--- src/rtl/msu_pkg.sv ---
package msu_pkg;
  localparam int NLINES = 4;
  localparam int STW    = 2 * NLINES;
  localparam int MCW    = 5;

  localparam int L_CTS = 0;
  localparam int L_DSR = 1;
  localparam int L_RI  = 2;
  localparam int L_DCD = 3;

  localparam int MC_DTR  = 0;
  localparam int MC_RTS  = 1;
  localparam int MC_OUT1 = 2;
  localparam int MC_OUT2 = 3;
  localparam int MC_LOOP = 4;

  // Loopback wiring: control outputs mapped onto the line positions
  function automatic logic [NLINES-1:0] loop_feed(input logic [MCW-1:0] m);
    logic [NLINES-1:0] r;
    r        = '0;
    r[L_CTS] = m[MC_RTS];
    r[L_DSR] = m[MC_DTR];
    r[L_RI]  = m[MC_OUT1];
    r[L_DCD] = m[MC_OUT2];
    return r;
  endfunction

  // Change rule for one line: any toggle, or rising edge only
  function automatic logic line_event(input logic prev, input logic cur,
                                      input logic rise_only);
    return rise_only ? (cur & ~prev) : (cur ^ prev);
  endfunction
endpackage

--- src/rtl/msu_source_sel.sv ---
module msu_source_sel
  import msu_pkg::*;
(
  input  logic [NLINES-1:0] line_in,
  input  logic [MCW-1:0]    mctl,
  output logic [NLINES-1:0] src
);
  assign src = mctl[MC_LOOP] ? loop_feed(mctl) : line_in;
endmodule

--- src/rtl/msu_edge_det.sv ---
module msu_edge_det
  import msu_pkg::*;
(
  input  logic              clk,
  input  logic              rst_n,
  input  logic [NLINES-1:0] src,
  output logic [NLINES-1:0] level_q,
  output logic [NLINES-1:0] ev,
  output logic              primed_q
);
  always_ff @(posedge clk) begin
    if (!rst_n) begin
      level_q  <= '0;
      primed_q <= 1'b0;
    end else begin
      level_q  <= src;
      primed_q <= 1'b1;
    end
  end

  for (genvar i = 0; i < NLINES; i++) begin : g_line
    localparam logic RISE_ONLY = (i == L_RI);
    assign ev[i] = primed_q & line_event(level_q[i], src[i], RISE_ONLY);
  end


  ri_fall_quiet_chk: assert property (@(posedge clk) disable iff (!rst_n)
    (level_q[L_RI] && !src[L_RI]) |-> !ev[L_RI]);
endmodule

--- src/rtl/msu_flag_bank.sv ---
module msu_flag_bank
  import msu_pkg::*;
(
  input  logic              clk,
  input  logic              rst_n,
  input  logic [NLINES-1:0] ev,
  input  logic              rd_stb,
  output logic [NLINES-1:0] delta_q,
  output logic [NLINES-1:0] delta_nxt
);
  assign delta_nxt = (rd_stb ? '0 : delta_q) | ev;

  always_ff @(posedge clk) begin
    if (!rst_n) delta_q <= '0;
    else        delta_q <= delta_nxt;
  end


  flags_sticky_chk: assert property (@(posedge clk) disable iff (!rst_n)
    !rd_stb |=> ((delta_q & $past(delta_q)) == $past(delta_q)));


  read_clears_chk: assert property (@(posedge clk) disable iff (!rst_n)
    (rd_stb && ev == '0) |=> (delta_q == '0));
endmodule

--- src/rtl/modem_status_unit.sv ---
module modem_status_unit
  import msu_pkg::*;
(
  input  logic              clk,
  input  logic              rst_n,
  input  logic [NLINES-1:0] line_in,
  input  logic [MCW-1:0]    mctl,
  input  logic              intr_en,
  input  logic              rd_stb,
  output logic [STW-1:0]    status_q,
  output logic              irq_q
);
  logic [NLINES-1:0] src, level_q, ev, delta_q, delta_nxt;
  logic              primed_q;

  msu_source_sel u_src (
    .line_in (line_in),
    .mctl    (mctl),
    .src     (src)
  );

  msu_edge_det u_edge (
    .clk      (clk),
    .rst_n    (rst_n),
    .src      (src),
    .level_q  (level_q),
    .ev       (ev),
    .primed_q (primed_q)
  );

  msu_flag_bank u_flags (
    .clk       (clk),
    .rst_n     (rst_n),
    .ev        (ev),
    .rd_stb    (rd_stb),
    .delta_q   (delta_q),
    .delta_nxt (delta_nxt)
  );

  always_ff @(posedge clk) begin
    if (!rst_n) irq_q <= 1'b0;
    else        irq_q <= intr_en & (|delta_nxt);
  end

  assign status_q = {level_q, delta_q};


  irq_has_flag_chk: assert property (@(posedge clk) disable iff (!rst_n)
    irq_q |-> (|status_q[NLINES-1:0]));


  irq_needs_en_chk: assert property (@(posedge clk) disable iff (!rst_n)
    irq_q |-> $past(intr_en));


  no_flag_unprimed_chk: assert property (@(posedge clk) disable iff (!rst_n)
    !primed_q |-> (status_q[NLINES-1:0] == '0));
endmodule

--- config.mk ---
export PLATFORM = sky130hd
export DESIGN_NAME = modem_status_unit
export DESIGN_NICKNAME = d
export VERILOG_FILES = /design/src/rtl/msu_pkg.sv /design/src/rtl/msu_source_sel.sv /design/src/rtl/msu_edge_det.sv /design/src/rtl/msu_flag_bank.sv /design/src/rtl/modem_status_unit.sv
export SDC_FILE = /design/constraint.sdc
export NUM_CORES = 1
export LEC_CHECK = 0
export CAP_MARGIN = 25
export CORE_AREA = 5 5 42 44
export CTS_BUF_LIST = sky130_fd_sc_hd__clkbuf_16
export DETAILED_ROUTE_END_ITERATION = 10
export DIE_AREA = 0 0 47 49
export DONT_BUFFER_PORTS = 1
export GPL_ROUTABILITY_DRIVEN = 0
export GPL_TIMING_DRIVEN = 0
export PLACE_DENSITY = 0.56
export REMOVE_ABC_BUFFERS = 1
export SLEW_MARGIN = 20
export SYNTH_ARGS = -nofsm -noshare
export SYNTH_HDL_FRONTEND = slang
export SYNTH_HIERARCHICAL = 1
export SYNTH_SLANG_ARGS = --single-unit
export TNS_END_PERCENT = 1
--- constraint.sdc ---
create_clock -name clk -period 2 [get_ports clk]
set_clock_uncertainty 0.1 [all_clocks]
set_input_delay 0.4 -clock clk [delete_from_list [all_inputs] [get_ports clk]]
set_output_delay 0.4 -clock clk [all_outputs]
set_load 0.005 [all_outputs]
==> out/metrics.cfg, run 1 <==
[floorplan]
num_rows=14
chipHeight_um=49
die_w_um=47
core_area_mm2=0.00140
die-area_mm2=0.00230
ios=22
start_util=0.304

[drt]
ant_nets=0
wirelength_um=873
vias=287
wl_met3_um=111
wire_per_inst_um=14.6
top_layer=met4
drtIter0Drc=3
vias_per_cell=4.78
dr.pass1.iters=2
drt-met1-wl_um=284
wl_met2_um=447
drc_errors=0

[worst_hold_path]
hold_path_end=u_edge/primed_q
holdCritPathClass=primary input to register
hold-path-cell-count=0
hp-start=rst_n

[clock_tree]
cts_made_buffers=3
clockBufferDepth=2
clk_pin_slew_worst_paths_ns=0.04
cts-htree-levels=1
holdBufCountCts=0
cts_tree=yes
cts_resized=0
clock_latency_ns=0.24
root_buffer=clkbuf_16
cts.sinks=10
cts_setup_buffers=0

[critical_path]
regToRegStartpoint=u_edge/level_q[1]
reg2regPathDepth=5
reg2reg_to=irq_q
worst_ep_required_time_ns=2.02
cp.arrival_ns=1.60
cp_max_fo=4
cp-end-kind=register
cp-start-kind=primary input
r2r_slack_ns=0.59
setup.worst_path.start=mctl[4]
worstSetupPathType=primary input to register

[logic_synthesis]
yosysTopAreaCell=dfxtp_1
ys_seq_area_frac=0.469
synth_edf_count=0
synth_area_um2=427
synth_warnings=6
ys.flop_type=dfxtp_1
yosysUniqueCellTypes=11
avgSynthCellArea_um2=10.4
netlist.area_leader.share=0.469
yosys_register_bits=10
syn_inst=41
synthArstFlopShare=0
synthTopCellsByArea=dfxtp_1 (47%), mux2_2 (11%), o21a_1 (7.0%)
synth.most_common_cell=dfxtp_1

[finish]
drive_gt1_frac=0.250
syn_to_final_growth_pct=22.3
diodes=0
fin_cells=60
nets=59

[timing]
relSlewSlack=0.864
final.setup.tns_ns=0
slew_viol_final=0
worst_pin_slew_ns=0.203
fmax_ghz=0.635
fin_crit_sh=0.787
finalHoldViolCount=0
whs_ns=0.0882
period_needed_ns=1.57
setup_violations=0
rsz0062_at_grt=no

[run]
max_cap_violations=0

[pwr]
seq_power_share=0.363
vdd_drop_max_uv=430
pwr-share-comb=0.076
p_sw_uw=117
leakage_nw=0.218
clkPwrFrac=0.561
p_int_uw=503
power_density_mw_per_mm2=1190
swShare=0.189

[run_status]
outcome=complete, no violations

[global_routing]
grt-ovfl-total=0
grt_pass1_vias=327
grt_pass1_wl_mm=1.38
antenna_found_initial=0
grtUsageTotal=0.0870
grt_max_degree=11

[placed_design]
dp.cells=57
io_buffers=0

[metrics by stage]
step	total power [mW]	utilization	instance area, um^2	setup slack [ns]
2_1_floorplan	0.268	-	427	0.253
3_3_place_gp	0.276	0.319	447	0.193
3_5_place_dp	0.276	0.319	447	0.195
4_1_cts	0.626	0.372	522	0.413
5_1_grt	0.640	0.372	522	0.350
6_report	0.621	0.372	522	0.426
[power by group through the flow]
stage / combinational, mW / sequential (mW) / clock [mW]
detailed placement: 0.0471 / 0.229 / 0
CTS: 0.0483 / 0.226 / 0.351
floorplan: 0.0424 / 0.226 / 0
global placement: 0.0473 / 0.229 / 0
global route: 0.0530 / 0.227 / 0.360
finish: 0.0473 / 0.225 / 0.348
[sequential cells by signal, summed over array words and instances (netlist names)]
name	cells
u_flags/delta_q	4
irq_q	1
u_edge/primed_q	1
u_edge/level_q	4
[cell families after synthesis]
group,count (synthesis),synth area share
compound gates,4,0.0704
simple gates,20,0.293
flops,10,0.469
mux,4,0.106
xor+xnor,3,0.0616
[layer usage]
metal | GRT usage | up-vias
li1 | - | 140
met1 | 0.0735 | 133
met2 | 0.133 | 10
met3 | 0.0590 | 4
met4 | 0.0691 | 0
met5 | 0 | -
[cell usage in the layout, fill, tap and decap left out]
cell       instances
mux2_2             4
nand2_1            2
clkbuf_16          3
nor2_1             2
and2_1             4
o21a_1             4
nor2b_1            4
and2_2             3
or2_1              4
dfxtp_1           10
xor2_1             3
nor4_2             1
[how the worst max path moves through the flow]
stage,end,slack [ns],depth (start not counted)
after floorplan,irq_q,0.25,6
after global placement,irq_q,0.19,6
after detailed placement,irq_q,0.19,6
after CTS,irq_q,0.41,6
after global routing,irq_q,0.35,6
final,irq_q,0.43,6
[final cells by class]
class / instances / area, um^2
clock buffer: 3 / 75.1
multi-input combinational: 31 / 226
fill: 149 / 880
sequential: 10 / 200
tap: 16 / 20.0
[critical path, stage by stage]
cell,delay [ns]
mux2_2,0.33
xor2_1,0.14
and2_1,0.16
or2_1,0.23
nor4_2,0.27
nor2_1,0.06
Note: power is estimated with default switching activity, not from simulation.
==> run 2, diff against run 1 <==
- clock period: 2 -> 1.5 ns (I/O delays scaled with it)
==> run 2 against run 1 <==
Flip-flop and latch count unchanged. Cell area up 2.6%. Non-clock buffer count up 1. Critical path type unchanged. Largest cell class unchanged.
==> out/metrics.cfg, run 2 (synthesis gave the netlist of run 1 again) <==
[placed_design]
io_buffers=0  ; unchanged
dp_slack_ns=-0.205  ; -0.400 ns
postPlaceCellArea_um2=447  ; unchanged

[timing]
setup_violations=0  ; unchanged
fmax_ghz=0.696
whs_ns=0.0769  ; -0.0113 ns
worst_pin_slew_ns=0.207  ; +0.00407 ns
relSlewSlack=0.861  ; -0.00274
slew_viol_final=0  ; unchanged
layout_setup_ws_ns=0.0632  ; -0.363 ns
fin_crit_sh=0.958
rsz0062_at_grt=no
period_needed_ns=1.44
finalHoldViolCount=0  ; unchanged

[pwr]
p_int_uw=674  ; +34%
pwr-share-comb=0.080  ; +0.004
clkPwrFrac=0.559  ; -0.002
p_sw_uw=158  ; +35%
leakage_nw=0.227  ; +4.3%
power_density_mw_per_mm2=1550  ; +31%
swShare=0.190  ; +0.000725
vdd_drop_max_uv=587  ; +37%
seq_power_share=0.361  ; -0.002
total_power_uw=832  ; +34%

[clock_tree]
cts_made_buffers=3  ; unchanged
cts_tree=yes
cts-htree-levels=1  ; unchanged
clockBufferDepth=2  ; unchanged
cts.sinks=10  ; unchanged
cts_setup_buffers=0  ; unchanged
root_buffer=clkbuf_16
clock_latency_ns=0.24  ; about the same
clk_pin_slew_worst_paths_ns=0.04  ; about the same

[drt]
top_layer=met4
wire_per_inst_um=14.8  ; +1.6%
wirelength_um=902  ; +3.3%
dr.pass1.iters=4  ; +2
vias_per_cell=4.84  ; +1.1%
wl_met2_um=453  ; +1.3%
wl_met3_um=109  ; -1.8%
ant_nets=0  ; unchanged
drt-met1-wl_um=311  ; +9.5%
drc_errors=0  ; unchanged
drtIter0Drc=5  ; +2
vias=295  ; +2.8%

[finish]
design_area_um2=536  ; +2.6%
top_regs=u_edge/level_q (4), u_flags/delta_q (4)
multi_input_area_um2=230  ; +1.7%
nets=60  ; +1.7%
drive_gt1_frac=0.244  ; -0.00556
syn_to_final_growth_pct=25.5
fillers=147  ; -1.3%
diodes=0  ; unchanged
seq_area_um2=200  ; unchanged
postLayoutCoreUtil=0.382  ; +0.00982
final_common_cell=dfxtp_1
mostFrequentLayoutCells=dfxtp_1 (10), and2_1 (4), nor2b_1 (4), or2_1 (4), o21a_1 (4)

[critical_path]
crit_path_max_incr_delay_ns=0.33  ; about the same
crit_path_top_delay_cell=mux2_2
worstSetupPathType=primary input to register
cp.buffers_inverters=0  ; unchanged
worst_ep_required_time_ns=1.52  ; -0.50 ns
r2r_slack_ns=0.10  ; -0.49 ns
setup.worst_path.start=mctl[4]
cp_cell_sequence=mux2_2 -> xor2_1 -> and2_1 -> or2_1 -> nor4_2 -> nor2_1
regToRegStartpoint=u_edge/level_q[0]
cp-end-kind=register
cp-start-kind=primary input
cp_max_fo=4  ; unchanged
crit_family=simple AND/OR/NAND/NOR gates
cp.arrival_ns=1.46  ; -0.14 ns

[global_routing]
grt_pass1_vias=331  ; +1.2%
grtUsageTotal=0.0898  ; +0.00283
grt-ovfl-total=0  ; unchanged
grt_max_degree=11  ; unchanged
grt_pass1_wl_mm=1.43  ; +3.5%
antenna_found_initial=0  ; unchanged

[run]
max_cap_violations=0  ; unchanged

[worst_hold_path]
hp-start=intr_en
holdCritPathClass=primary input to register

[floorplan]
chipHeight_um=49  ; unchanged
start_util=0.304  ; unchanged
core_area_mm2=0.00140  ; unchanged
ios=22  ; unchanged
num_rows=14  ; unchanged
die-area_mm2=0.00230  ; unchanged
die_w_um=47  ; unchanged

[run_status]
outcome=complete, no violations

-- run 2: through the flow --
step | std cells | TNS [ns]
after floorplan | 41 | -0.147
after global routing | 61 | 0
after global placement | 57 | -0.207
final | 61 | 0
after detailed placement | 57 | -0.205
after CTS | 61 | 0
-- run 2: final timing paths --
kind | endpoint | cells after the start
max | irq_q | 6
min | irq_q | 2
max reg2reg | irq_q | 5
min reg2reg | u_flags/delta_q[2] | 2
-- run 2: power by group through the flow --
stage | Clock (mW) | Sequential [mW] | Combinational (mW)
after floorplan | 0 | 0.301 | 0.0566
after global placement | 0 | 0.305 | 0.0631
after detailed placement | 0 | 0.306 | 0.0629
after CTS | 0.468 | 0.301 | 0.0666
after global routing | 0.480 | 0.303 | 0.0744
final | 0.465 | 0.300 | 0.0667
-- run 2: per-layer routing --
layer  vias to the layer above  global-route usage
met3                         4              0.0554
met2                        12               0.143
met5                         -                   0
met1                       136              0.0757
li1                        143                   -
met4                         0              0.0691
-- run 2: worst register-to-register path, stage by stage, from the launching register on --
cell,delay [ns]
dfxtp_1,0.32
xor2_1,0.16
and2_1,0.16
or2_1,0.22
nor4_2,0.25
nor2_1,0.07
-- run 2: final cells by class --
class                      instances  share of cell area
timing repair buffer               1              0.0187
tap                               16              0.0374
multi-input combinational         31               0.430
clock buffer                       3               0.140
sequential                        10               0.374
-- run 2: timing repair --
item	in CTS	in global routing
endpoints found under the hold margin	1	0
setup endpoints to repair	0	1
gates resized for setup	0	1
hold buffers	1	0
==> run 3, diff against run 2 <==
--- a/config.mk
+++ b/config.mk
@@ -14,5 +14,4 @@
 export GPL_ROUTABILITY_DRIVEN = 0
 export GPL_TIMING_DRIVEN = 0
-export PLACE_DENSITY = 0.56
 export REMOVE_ABC_BUFFERS = 1
 export SLEW_MARGIN = 20
==> constraint.sdc (replaced) <==
create_clock -name clk -period 1.5 [get_ports clk]
set_clock_uncertainty 0.1 [all_clocks]
set_input_delay 0.225 -clock clk [delete_from_list [all_inputs] [get_ports clk]]
set_output_delay 0.225 -clock clk [all_outputs]
set_load 0.005 [all_outputs]
==> run 3 against run 2 <==
Combinational power shrank 4.8%. Critical path depth decreased by 1. Utilization unchanged. Global-route usage decreased by 1.2 points. Flip-flop and latch count unchanged. Non-clock buffer count is the same. Register-to-register slack improved by 0.02 ns. Critical endpoint unchanged. Largest cell class unchanged. Highest routed layer is now met3.
==> out/metrics.cfg, run 3 (synthesis gave the netlist of run 1 again) <==
[finish]
diodes=0  ; unchanged
nets=60  ; unchanged
final_common_cell=dfxtp_1
postLayoutCoreUtil=0.382  ; unchanged
drive_gt1_frac=0.239  ; -0.00531
design_area_um2=536  ; unchanged
fin_cells=62  ; +1.6%
syn_to_final_growth_pct=25.5  ; unchanged
top_regs=u_edge/level_q (4), u_flags/delta_q (4)

[timing]
period_needed_ns=1.38  ; -0.0597 ns
slew_viol_final=0  ; unchanged
final.setup.tns_ns=0  ; unchanged
rsz0062_at_grt=no
worst_pin_slew_ns=0.189  ; -0.0175 ns
fmax_ghz=0.726  ; +4.3%
finalHoldViolCount=0  ; unchanged
setup_violations=0  ; unchanged
relSlewSlack=0.873  ; +0.0118
fin_crit_sh=0.918  ; -0.0398

[pwr]
vdd_drop_max_uv=764  ; +30%
swShare=0.183  ; -0.00687
clkPwrFrac=0.560  ; about the same
pwr-share-comb=0.077  ; -0.003
p_sw_uw=151  ; -4.1%
power_density_mw_per_mm2=1540  ; -0.55%
seq_power_share=0.363  ; +0.002
leakage_nw=0.224  ; -1.6%
p_int_uw=676  ; +0.29%
total_power_uw=827  ; -0.55%

[drt]
drc_errors=0  ; unchanged
vias=283  ; -4.1%
drtIter0Drc=0  ; -5
wirelength_um=772  ; -14%
wire_per_inst_um=12.5  ; -16%
vias_per_cell=4.56  ; -5.6%
ant_nets=0  ; unchanged
dr.pass1.iters=1  ; -3

[global_routing]
grt_pass1_vias=306  ; -7.6%
antenna_found_initial=0  ; unchanged
grt-ovfl-total=0  ; unchanged
grtUsageMet1=0.0998  ; +0.0241
grtUsageMet2=0.0995  ; -0.0430
grt_pass1_wl_mm=1.30  ; -9.2%
use_met3=0.0554  ; unchanged
grt-busiest-layer=met1
grtUsageTotal=0.0777  ; -0.0121
grt_max_degree=11  ; unchanged

[worst_hold_path]
holdCritPathClass=primary input to register
hold-path-cell-count=1  ; -1

[critical_path]
cp-end-kind=register
reg2regPathDepth=5  ; unchanged
worst_ep_required_time_ns=1.52  ; about the same
cp.arrival_ns=1.40  ; -0.06 ns
cp_max_fo=2  ; -2
worstSetupPathType=register to register
cp-start-kind=register

[clock_tree]
cts.sinks=10  ; unchanged
cts_tree=yes
clk_pin_slew_worst_paths_ns=0.04  ; about the same
cts_setup_buffers=0  ; unchanged
cts-htree-levels=1  ; unchanged
cts_made_buffers=3  ; unchanged
clock_latency_ns=0.23  ; about the same
root_buffer=clkbuf_16
cts_resized=0  ; unchanged
clockBufferDepth=2  ; unchanged

[floorplan]
ios=22  ; unchanged
num_rows=14  ; unchanged
die-area_mm2=0.00230  ; unchanged
start_util=0.304  ; unchanged
chipHeight_um=49  ; unchanged
die_w_um=47  ; unchanged
core_area_mm2=0.00140  ; unchanged

[placed_design]
postPlaceCellArea_um2=447  ; unchanged
dp.cells=57  ; unchanged
hpwl_um=601
io_buffers=0  ; unchanged

[run_status]
outcome=complete, no violations

[run]
max_cap_violations=0  ; unchanged

==> run 3: final timing paths <==
| check | startpoint | end | slack, ns |
|---|---|---|---|
| max | u_edge/level_q[0] | irq_q | 0.12 |
| min reg2reg | u_edge/level_q[2] | u_flags/delta_q[2] | 0.50 |
| max reg2reg | u_edge/level_q[0] | irq_q | 0.12 |
| min | rst_n | u_flags/delta_q[2] | 0.009 |
==> run 3: per-stage QoR <==
step | setup WS [ns] | hold slack [ns]
after global routing | 0.0302 | 0.0131
final | 0.123 | 0.00916
after floorplan | -0.0725 | 0.153
after CTS | 0.0845 | 0.00525
after global placement | -0.112 | 0.153
after detailed placement | -0.121 | 0.153
==> run 3: power groups by stage <==
stage	sequential [mW]	clock [mW]	combinational, mW
after floorplan	0.301	0	0.0566
after global placement	0.305	0	0.0614
after detailed placement	0.306	0	0.0618
after CTS	0.301	0.478	0.0642
after global routing	0.303	0.499	0.0730
final	0.300	0.463	0.0635
==> run 3: critical path: stages (launching register included) <==
cell     delay (ns)
dfxtp_1        0.32
xor2_1         0.15
and2_1         0.16
or2_1          0.23
nor4_2         0.24
nor2_1         0.06
==> run 3: metal layers <==
layer	vias to the layer above	wire (um)
li1	146	-
met1	121	337
met2	16	326
met3	0	108
met4	0	0
met5	-	0
==> run 3: area by class of cell <==
| cell class | instances | area, um^2 |
|---|---|---|
| timing repair buffer | 1 | 10.0 |
| clock inverter | 1 | 3.75 |
| clock buffer | 3 | 75.1 |
| fill | 155 | 866 |
| tap | 16 | 20.0 |
| sequential | 10 | 200 |
| multi-input combinational | 31 | 226 |
==> run 3: what timing repair did <==
| item | in CTS | in global routing |
|---|---|---|
| hold buffers | 1 | 0 |
| endpoints found under the setup margin | 0 | 1 |
| endpoints found under the hold margin | 1 | 0 |
